<file path="config.mk">
export PLATFORM = sky130hd
export DESIGN_NAME = sysctl_regfile
export DESIGN_NICKNAME = d
export VERILOG_FILES = /design/src/rtl/sysctl_pkg.sv /design/src/rtl/sysctl_cmd_dec.sv /design/src/rtl/sysctl_regs.sv /design/src/rtl/sysctl_regfile.sv
export SDC_FILE = /design/constraint.sdc
export NUM_CORES = 1
export LEC_CHECK = 0
export ABC_AREA = 1
export BUFFER_PORTS_ARGS = -buffer_cell sky130_fd_sc_hd__buf_2
export CAP_MARGIN = 10
export CORE_MARGIN = 2
export CORE_UTILIZATION = 30
export DETAILED_ROUTE_END_ITERATION = 10
export SLEW_MARGIN = 20
export SYNTH_ARGS = -nofsm -noshare
export SYNTH_HDL_FRONTEND = slang
export SYNTH_HIERARCHICAL = 1
export SYNTH_SLANG_ARGS = --single-unit
</file>
<file path="constraint.sdc">
create_clock -name clk -period 1.9 [get_ports clk]
set_clock_uncertainty 0.1 [all_clocks]
set_input_delay 0.095 -clock clk [delete_from_list [all_inputs] [get_ports clk]]
set_output_delay 0.095 -clock clk [all_outputs]
set_load 0.1 [all_outputs]
</file>
<file path="src/rtl/sysctl_pkg.sv">
package sysctl_pkg;

    localparam int unsigned DW = 32;

    typedef enum logic [2:0] {
        ST_IDLE,
        ST_RDATA,
        ST_RUNDEF,
        ST_WUNDEF,
        ST_CACHE,
        ST_TLB
    } acc_state_e;

    // control word: bits kept in storage and bits forced to one on read
    localparam logic [DW-1:0] CTRL_KEEP = 32'hC000_7387;
    localparam logic [DW-1:0] CTRL_ONES = 32'h0000_0078;

    localparam logic [3:0] OP_NONE = 4'd0;

    function automatic logic [3:0] cache_code(input logic [3:0] crm, input logic [2:0] op2);
        case ({crm, op2})
            {4'd7,  3'd0}: cache_code = 4'd1;
            {4'd5,  3'd0}: cache_code = 4'd2;
            {4'd5,  3'd1}: cache_code = 4'd3;
            {4'd13, 3'd1}: cache_code = 4'd4;
            {4'd6,  3'd0}: cache_code = 4'd5;
            {4'd6,  3'd1}: cache_code = 4'd6;
            {4'd10, 3'd1}: cache_code = 4'd7;
            {4'd14, 3'd1}: cache_code = 4'd8;
            {4'd10, 3'd2}: cache_code = 4'd9;
            {4'd14, 3'd2}: cache_code = 4'd10;
            {4'd10, 3'd4}: cache_code = 4'd11;
            {4'd0,  3'd4}: cache_code = 4'd12;
            default:       cache_code = OP_NONE;
        endcase
    endfunction

    function automatic logic [3:0] tlb_code(input logic [3:0] crm, input logic [2:0] op2);
        case ({crm, op2})
            {4'd7, 3'd0}: tlb_code = 4'd1;
            {4'd5, 3'd0}: tlb_code = 4'd2;
            {4'd5, 3'd1}: tlb_code = 4'd3;
            {4'd6, 3'd0}: tlb_code = 4'd4;
            {4'd6, 3'd1}: tlb_code = 4'd5;
            default:      tlb_code = OP_NONE;
        endcase
    endfunction

endpackage

</file>
<file path="src/rtl/sysctl_cmd_dec.sv">
module sysctl_cmd_dec
    import sysctl_pkg::*;
(
    input  logic [3:0] crm,
    input  logic [2:0] op2,
    output logic [3:0] cache_op,
    output logic [3:0] tlb_op
);
    always_comb begin
        cache_op = cache_code(crm, op2);
        tlb_op   = tlb_code(crm, op2);
    end
endmodule

</file>
<file path="src/rtl/sysctl_regs.sv">
module sysctl_regs
    import sysctl_pkg::*;
#(
    parameter logic [31:0] ID_WORD    = 32'h5A01_0C37,
    parameter logic [31:0] CTYPE_WORD = 32'h1C25_A0D2,
    parameter int unsigned FSR_W      = 8,
    parameter int unsigned PID_LSB    = 25
) (
    input  logic          clk,
    input  logic          rst_n,
    input  logic          wr_en,
    input  logic [3:0]    crn,
    input  logic [2:0]    op2,
    input  logic [DW-1:0] wdata,
    output logic [DW-1:0] rd_word,
    output logic          rd_bad,
    output logic          wr_bad,
    output logic [DW-1:0] ctrl_word,
    output logic [DW-1:0] ttb_word,
    output logic [DW-1:0] dacr_word,
    output logic [DW-PID_LSB-1:0] pid_field
);
    localparam int unsigned PID_W = DW - PID_LSB;

    logic [DW-1:0]    ctrl_q, ttb_q, dacr_q, far_q;
    logic [PID_W-1:0] pid_q;
    logic [FSR_W-1:0] fsr_v [2];
    logic [DW-1:0]    clock_v [2];
    logic [DW-1:0]    tlock_v [2];
    logic             pair_ok;

    assign pair_ok = (op2 < 3'd2);

    always_ff @(posedge clk or negedge rst_n) begin
        if (!rst_n) begin
            ctrl_q <= '0;
            ttb_q  <= '0;
            dacr_q <= '0;
            far_q  <= '0;
            pid_q  <= '0;
        end else if (wr_en) begin
            unique case (crn)
                4'd1:    ctrl_q <= wdata & CTRL_KEEP;
                4'd2:    ttb_q  <= wdata;
                4'd3:    dacr_q <= wdata;
                4'd6:    far_q  <= wdata;
                4'd13:   pid_q  <= wdata[DW-1:PID_LSB];
                default: ;
            endcase
        end
    end

    // data-side (index 0) and instruction/prefetch-side (index 1) copies
    for (genvar g = 0; g < 2; g++) begin : g_side
        logic [FSR_W-1:0] fsr_r;
        logic [DW-1:0]    clk_r;
        logic [DW-1:0]    tlk_r;
        logic             hit;
        assign hit = wr_en && pair_ok && (op2[0] == 1'(g));
        always_ff @(posedge clk or negedge rst_n) begin
            if (!rst_n) begin
                fsr_r <= '0;
                clk_r <= '0;
                tlk_r <= '0;
            end else if (hit) begin
                if (crn == 4'd5)  fsr_r <= wdata[FSR_W-1:0];
                if (crn == 4'd9)  clk_r <= wdata;
                if (crn == 4'd10) tlk_r <= wdata;
            end
        end
        assign fsr_v[g]   = fsr_r;
        assign clock_v[g] = clk_r;
        assign tlock_v[g] = tlk_r;
    end

    always_comb begin
        rd_word = '0;
        rd_bad  = 1'b0;
        wr_bad  = 1'b0;
        unique case (crn)
            4'd0:  rd_word = (op2 == 3'd1) ? CTYPE_WORD : ID_WORD;
            4'd1:  rd_word = ctrl_q | CTRL_ONES;
            4'd2:  rd_word = ttb_q;
            4'd3:  rd_word = dacr_q;
            4'd5: begin
                rd_word = pair_ok ? DW'(fsr_v[op2[0]]) : '0;
                rd_bad  = !pair_ok;
                wr_bad  = !pair_ok;
            end
            4'd6:  rd_word = far_q;
            4'd9: begin
                rd_word = pair_ok ? clock_v[op2[0]] : '0;
                rd_bad  = !pair_ok;
                wr_bad  = !pair_ok;
            end
            4'd10: begin
                rd_word = pair_ok ? tlock_v[op2[0]] : '0;
                rd_bad  = !pair_ok;
                wr_bad  = !pair_ok;
            end
            4'd13: rd_word = {pid_q, {PID_LSB{1'b0}}};
            4'd7, 4'd8: rd_bad = 1'b1;
            default: begin
                rd_bad = 1'b1;
                wr_bad = 1'b1;
            end
        endcase
    end

    assign ctrl_word = ctrl_q;
    assign ttb_word  = ttb_q;
    assign dacr_word = dacr_q;
    assign pid_field = pid_q;

    AST_TTB_HOLDS: assert property (@(posedge clk) disable iff (!rst_n)
        !$past(wr_en && crn == 4'd2) |-> $stable(ttb_q));
    AST_CTRL_RESERVED: assert property (@(posedge clk) disable iff (!rst_n)
        ctrl_q[29:15] == '0 && ctrl_q[11:10] == '0);

endmodule

</file>
<file path="src/rtl/sysctl_regfile.sv">
module sysctl_regfile
    import sysctl_pkg::*;
#(
    parameter logic [31:0] ID_WORD    = 32'h5A01_0C37,
    parameter logic [31:0] CTYPE_WORD = 32'h1C25_A0D2,
    parameter int unsigned FSR_W      = 8,
    parameter int unsigned PID_LSB    = 25
) (
    input  logic        clk,
    input  logic        rst_n,
    input  logic        acc_valid,
    input  logic        acc_write,
    input  logic [3:0]  acc_crn,
    input  logic [3:0]  acc_crm,
    input  logic [2:0]  acc_op2,
    input  logic [31:0] acc_wdata,
    output logic        rd_valid,
    output logic [31:0] rd_data,
    output logic        undef_acc,
    output logic        cache_cmd_valid,
    output logic        tlb_cmd_valid,
    output logic [3:0]  cmd_op,
    output logic [31:0] cmd_addr,
    output logic        mmu_en,
    output logic        align_chk_en,
    output logic        dcache_en,
    output logic        big_endian,
    output logic        icache_en,
    output logic        vec_high,
    output logic        rr_repl,
    output logic [31:0] ttb_base,
    output logic [31:0] domain_acl,
    output logic [6:0]  proc_id
);
    localparam int unsigned PID_W = DW - PID_LSB;

    acc_state_e    state_q, state_d;
    logic [DW-1:0] payload_q, payload_d;
    logic [3:0]    op_q, op_d;
    logic [DW-1:0] rd_word, ctrl_word;
    logic          rd_bad, wr_bad;
    logic [3:0]    cache_op, tlb_op;
    logic [PID_W-1:0] pid_field;

    sysctl_regs #(
        .ID_WORD(ID_WORD), .CTYPE_WORD(CTYPE_WORD),
        .FSR_W(FSR_W), .PID_LSB(PID_LSB)
    ) u_regs (
        .clk(clk), .rst_n(rst_n),
        .wr_en(acc_valid && acc_write),
        .crn(acc_crn), .op2(acc_op2), .wdata(acc_wdata),
        .rd_word(rd_word), .rd_bad(rd_bad), .wr_bad(wr_bad),
        .ctrl_word(ctrl_word), .ttb_word(ttb_base), .dacr_word(domain_acl),
        .pid_field(pid_field)
    );

    sysctl_cmd_dec u_dec (
        .crm(acc_crm), .op2(acc_op2),
        .cache_op(cache_op), .tlb_op(tlb_op)
    );

    // next-state and captured payload
    always_comb begin
        state_d   = ST_IDLE;
        payload_d = '0;
        op_d      = OP_NONE;
        if (acc_valid) begin
            if (!acc_write) begin
                state_d   = rd_bad ? ST_RUNDEF : ST_RDATA;
                payload_d = rd_bad ? '0 : rd_word;
            end else if (acc_crn == 4'd7) begin
                if (cache_op != OP_NONE) begin
                    state_d   = ST_CACHE;
                    payload_d = acc_wdata;
                    op_d      = cache_op;
                end
            end else if (acc_crn == 4'd8) begin
                if (tlb_op != OP_NONE) begin
                    state_d   = ST_TLB;
                    payload_d = acc_wdata;
                    op_d      = tlb_op;
                end
            end else if (wr_bad) begin
                state_d = ST_WUNDEF;
            end
        end
    end

    // state register
    always_ff @(posedge clk or negedge rst_n) begin
        if (!rst_n) begin
            state_q   <= ST_IDLE;
            payload_q <= '0;
            op_q      <= OP_NONE;
        end else begin
            state_q   <= state_d;
            payload_q <= payload_d;
            op_q      <= op_d;
        end
    end

    // outputs by state
    always_comb begin
        rd_valid        = 1'b0;
        rd_data         = '0;
        undef_acc       = 1'b0;
        cache_cmd_valid = 1'b0;
        tlb_cmd_valid   = 1'b0;
        cmd_op          = OP_NONE;
        cmd_addr        = '0;
        unique case (state_q)
            ST_IDLE:   ;
            ST_RDATA: begin
                rd_valid = 1'b1;
                rd_data  = payload_q;
            end
            ST_RUNDEF: begin
                rd_valid  = 1'b1;
                undef_acc = 1'b1;
            end
            ST_WUNDEF: undef_acc = 1'b1;
            ST_CACHE: begin
                cache_cmd_valid = 1'b1;
                cmd_op          = op_q;
                cmd_addr        = payload_q;
            end
            ST_TLB: begin
                tlb_cmd_valid = 1'b1;
                cmd_op        = op_q;
                cmd_addr      = payload_q;
            end
            default: ;
        endcase
    end

    assign mmu_en       = ctrl_word[0];
    assign align_chk_en = ctrl_word[1];
    assign dcache_en    = ctrl_word[2];
    assign big_endian   = ctrl_word[7];
    assign icache_en    = ctrl_word[12];
    assign vec_high     = ctrl_word[13];
    assign rr_repl      = ctrl_word[14];
    assign proc_id      = 7'(pid_field);

    AST_RD_AFTER_REQ: assert property (@(posedge clk) disable iff (!rst_n)
        rd_valid |-> $past(acc_valid && !acc_write));
    AST_CTRL_FIXED: assert property (@(posedge clk) disable iff (!rst_n)
        (rd_valid && !undef_acc && $past(acc_crn) == 4'd1)
        |-> (rd_data[6:3] == 4'hF && rd_data[11:10] == 2'b00));
    AST_FSR_NARROW: assert property (@(posedge clk) disable iff (!rst_n)
        (rd_valid && $past(acc_crn) == 4'd5) |-> rd_data[31:8] == '0);
    AST_PID_LOW_ZERO: assert property (@(posedge clk) disable iff (!rst_n)
        (rd_valid && $past(acc_crn) == 4'd13) |-> rd_data[24:0] == '0);
    AST_CACHE_SRC: assert property (@(posedge clk) disable iff (!rst_n)
        cache_cmd_valid |-> ($past(acc_valid && acc_write && acc_crn == 4'd7)
                             && cmd_addr == $past(acc_wdata) && cmd_op != OP_NONE));
    AST_TLB_SRC: assert property (@(posedge clk) disable iff (!rst_n)
        tlb_cmd_valid |-> ($past(acc_valid && acc_write && acc_crn == 4'd8)
                           && cmd_addr == $past(acc_wdata) && cmd_op != OP_NONE));
    AST_ONE_RESPONSE: assert property (@(posedge clk) disable iff (!rst_n)
        $onehot0({rd_valid, cache_cmd_valid, tlb_cmd_valid}));
    AST_UNDEF_ZERO: assert property (@(posedge clk) disable iff (!rst_n)
        (undef_acc && rd_valid) |-> rd_data == '0);

endmodule

</file>
==> PnR_summary.wiki <==
{| class="wikitable"
! Metric !! Value
|-
| Die Y || 224.2 um
|-
| Startpoint of the most critical hold path || acc_crn[2]
|-
| Worst min-delay path category || primary input to flop
|-
| Pin count of the biggest net entering global routing || 66
|-
| Sum Neg Setup Slack || -2.100 ns
|-
| Detailed-router iteration count before antenna repair || 5
|-
| Remaining routing DRC violations || 0
|-
| Hold slack final || -0.01416 ns
|-
| Slowest stage cell, crit path || dfrtp_1
|-
| Count of cells along the worst register-to-register path || 7
|-
| Avg Vias per Cell || 4.900
|-
| Number of nets in the layout || 2210
|-
| Number of global-route vias before repair || 13180
|-
| Cell at the root of the clock tree || clkbuf_16
|-
| Worst hold path cell count || 5
|-
| Maximum net fanout on the critical path || 33
|-
| Max IR drop VDD || 0.0005920 V
|-
| Synthesized area || 14550 um^2
|-
| Cell type with the highest occurrence count on the critical path || buf_12
|-
| Maximum number of buffers from clock root to sink || 3
|-
| Final period utilization || 1.034
|-
| Number of endpoints with negative hold slack in the final report || 2
|-
| DRC marker count from the first detailed-route iteration || 1310
|-
| Via count of the routed design || 13720
|-
| Critical path buffers and inverters || 2
|-
| Standby leakage power || 9.669 nW
|-
| Fraction of layout cells with a size suffix above 1 || 0.1964
|-
| H-tree Lvls || 1
|-
| Residual antenna-violating net count after detailed routing || 0
|-
| CP arrival || 1.77 ns
|-
| Minimum clock period || 1.965 ns
|-
| Register-to-register setup slack || 0.16 ns
|-
| Antenna fix cells || 0
|-
| Max-cap check violation count || 0
|-
| Antenna violations before repair || 0
|-
| Required time at the endpoint of the critical path || 1.70 ns
|-
| Launch point of the worst reg-to-reg path || u_regs/dacr_word[30]
|-
| Smallest setup slack after layout || -0.06543 ns
|-
| Final HPWL from detailed placement || 32250 um
|-
| Capture endpoint of the worst hold path || op_q[3]
|-
| Wirelength, routed || 48980 um
|-
| Ports || 197
|-
| Overall die area || 50270 um^2
|-
| Max-slew violations || 0
|-
| Fmax achieved || 508.8 MHz
|-
| Startpoint type of the worst setup path || flop
|-
| TritonCTS buffer count || 30
|-
| Worst Setup End Kind || output pin
|-
| Met2 layer wire length in the routed design || 23170 um
|-
| Mean instance size in the synthesized netlist || 7.549 um^2
|-
| Cell class contributing the biggest share of worst-path delay || flip-flops
|-
| Die boundary width || 224.2 um
|-
| Max layer used || met4
|-
| Number of port buffers || 196
|-
| Final-report setup violation count || 62
|-
| RSZ-0062 raised after global routing || yes
|-
| Setup CP Type || flop to output pin
|-
| Length of routed wiring on met1 || 20700 um
|-
| Global router's overall resource usage || 0.1899
|-
| Count of clock tree sinks || 297
|-
| Layout area overhead || 34.06%
|-
| Total met3 wirelength after detailed routing || 3318 um
|-
| Wire length of the first global-routing pass || 75890 um
|-
| Run status || finished with violations
|-
| Slew HR || 0.6188
|-
| Cells along the critical path || nor2_1 -> nand2_1 -> buf_12 -> nor2_2 -> buf_12
|-
| Critical R2R Capture || payload_q[30]
|-
| Worst slew pin tran || 0.5757 ns
|-
| Avg WL per Cell || 17.50 um
|-
| Number of warning messages in the yosys log || 6
|-
| Setup Buffers After CTS || 0
|-
| Violations in the final reports || hold timing, setup timing
|-
| Power Density || 920.9 nW/um^2
|-
| Crit-path max cell delay || 0.40 ns
|-
| Std-Cell Rows || 80
|-
| Number of cells produced by synthesis || 1927
|-
| Area of the core || 47850 um^2
|-
| Post-Synthesis Net Count || 1974
|-
| Filler cells || 4777
|-
| Clock latency reported for the late side of the worst-skew pair || 0.57 ns
|-
| Most common cell after layout, fill and taps aside || nand2_1
|-
| TritonCTS clock tree || built
|-
| Final Wtd Congestion || 0.8520
|-
| Effective utilization at floorplan || 0.3040
|-
| Most frequent cells in the layout || 819 x nand2_1, 297 x dfrtp_1, 226 x o21ai_0, 123 x buf_2, 108 x inv_1
|-
| Total gr overflow || 0
|-
| Clock-pin slew of the registers on the worst-case setup and hold paths || 0.06 ns
|}
[where the power goes]
part | leakage [nW] | internal (W) | total (W) | switching, W
registers | 3.97 | 0.00694 | 0.00742 | 0.000474
clock network | 0.490 | 0.00357 | 0.00607 | 0.00249
logic | 5.21 | 0.000819 | 0.00448 | 0.00366
[worst max path at each step]
| stage | end | startpoint | slack, ns | cells past startpoint |
|---|---|---|---|---|
| after floorplan | cmd_addr[14] | state_q[1] | -0.36 | 5 |
| after global placement | payload_q[1] | acc_op2[2] | 0.15 | 12 |
| after detailed placement | payload_q[3] | acc_op2[2] | 0.08 | 12 |
| after CTS | rd_data[19] | state_q[2] | -0.07 | 5 |
| after global routing | cmd_addr[12] | state_q[1] | -0.12 | 5 |
| final | rd_data[19] | state_q[2] | -0.07 | 5 |
[routing by layer]
layer / up-vias / track usage
met3: 97 / 0.02912
met4: 0 / 0.07392
met1: 6520 / 0.2535
met2: 532 / 0.3104
li1: 6566 / -
met5: - / 0
[flip-flops by register name, summed over array words and instances, names as in the netlist, 4 cells and up]
register,count
u_regs/g_side.clk_r,64
payload_q,32
u_regs/g_side.tlk_r,64
u_regs/far_q,32
u_regs/ttb_word,32
u_regs/g_side.fsr_r,16
u_regs/ctrl_word,11
u_regs/pid_field,7
op_q,4
u_regs/dacr_word,32
[worst min-delay path: cells and delay by family]
kind,cells,cell delay (ns)
AOI/OAI and AO/OA,1,0.07
and+or+nand+nor,2,0.19
buffers and inverters,2,0.26
[layout make-up]
type	count	area (um^2)	share of cell area
Clock buffer	44	874.6	0.04485
Clock inverter	9	126.4	0.006480
Inverter	118	445.4	0.02284
Multi-Input combinational cell	1407	6456	0.3311
Sequential cell	297	7432	0.3811
Tap cell	615	769.5	0.03946
Timing Repair Buffer	309	3397	0.1742
[per-stage QoR]
step | area, um^2 | total power, W | setup slack [ns] | util | std cells
6_report | 19500 | 0.01796 | -0.06543 | 0.4076 | 2799
5_1_grt | 19500 | 0.01861 | -0.1204 | 0.4076 | 2799
4_1_cts | 19350 | 0.01804 | -0.06643 | 0.4044 | 2798
3_5_place_dp | 17510 | 0.01187 | 0.08351 | 0.3661 | 2688
3_3_place_gp | 17510 | 0.01180 | 0.1499 | 0.3661 | 2688
2_1_floorplan | 14580 | 0.01066 | -0.3623 | - | 1927
[repair_timing]
action                     CTS  global route
hold endpoints to repair   580             0
setup endpoints to repair   71            86
pin swaps                    0             2
cloned                       0             3
gates resized for setup     80            24
hold buffers                57             0
No activity file was read; power rests on OpenSTA's default activity.
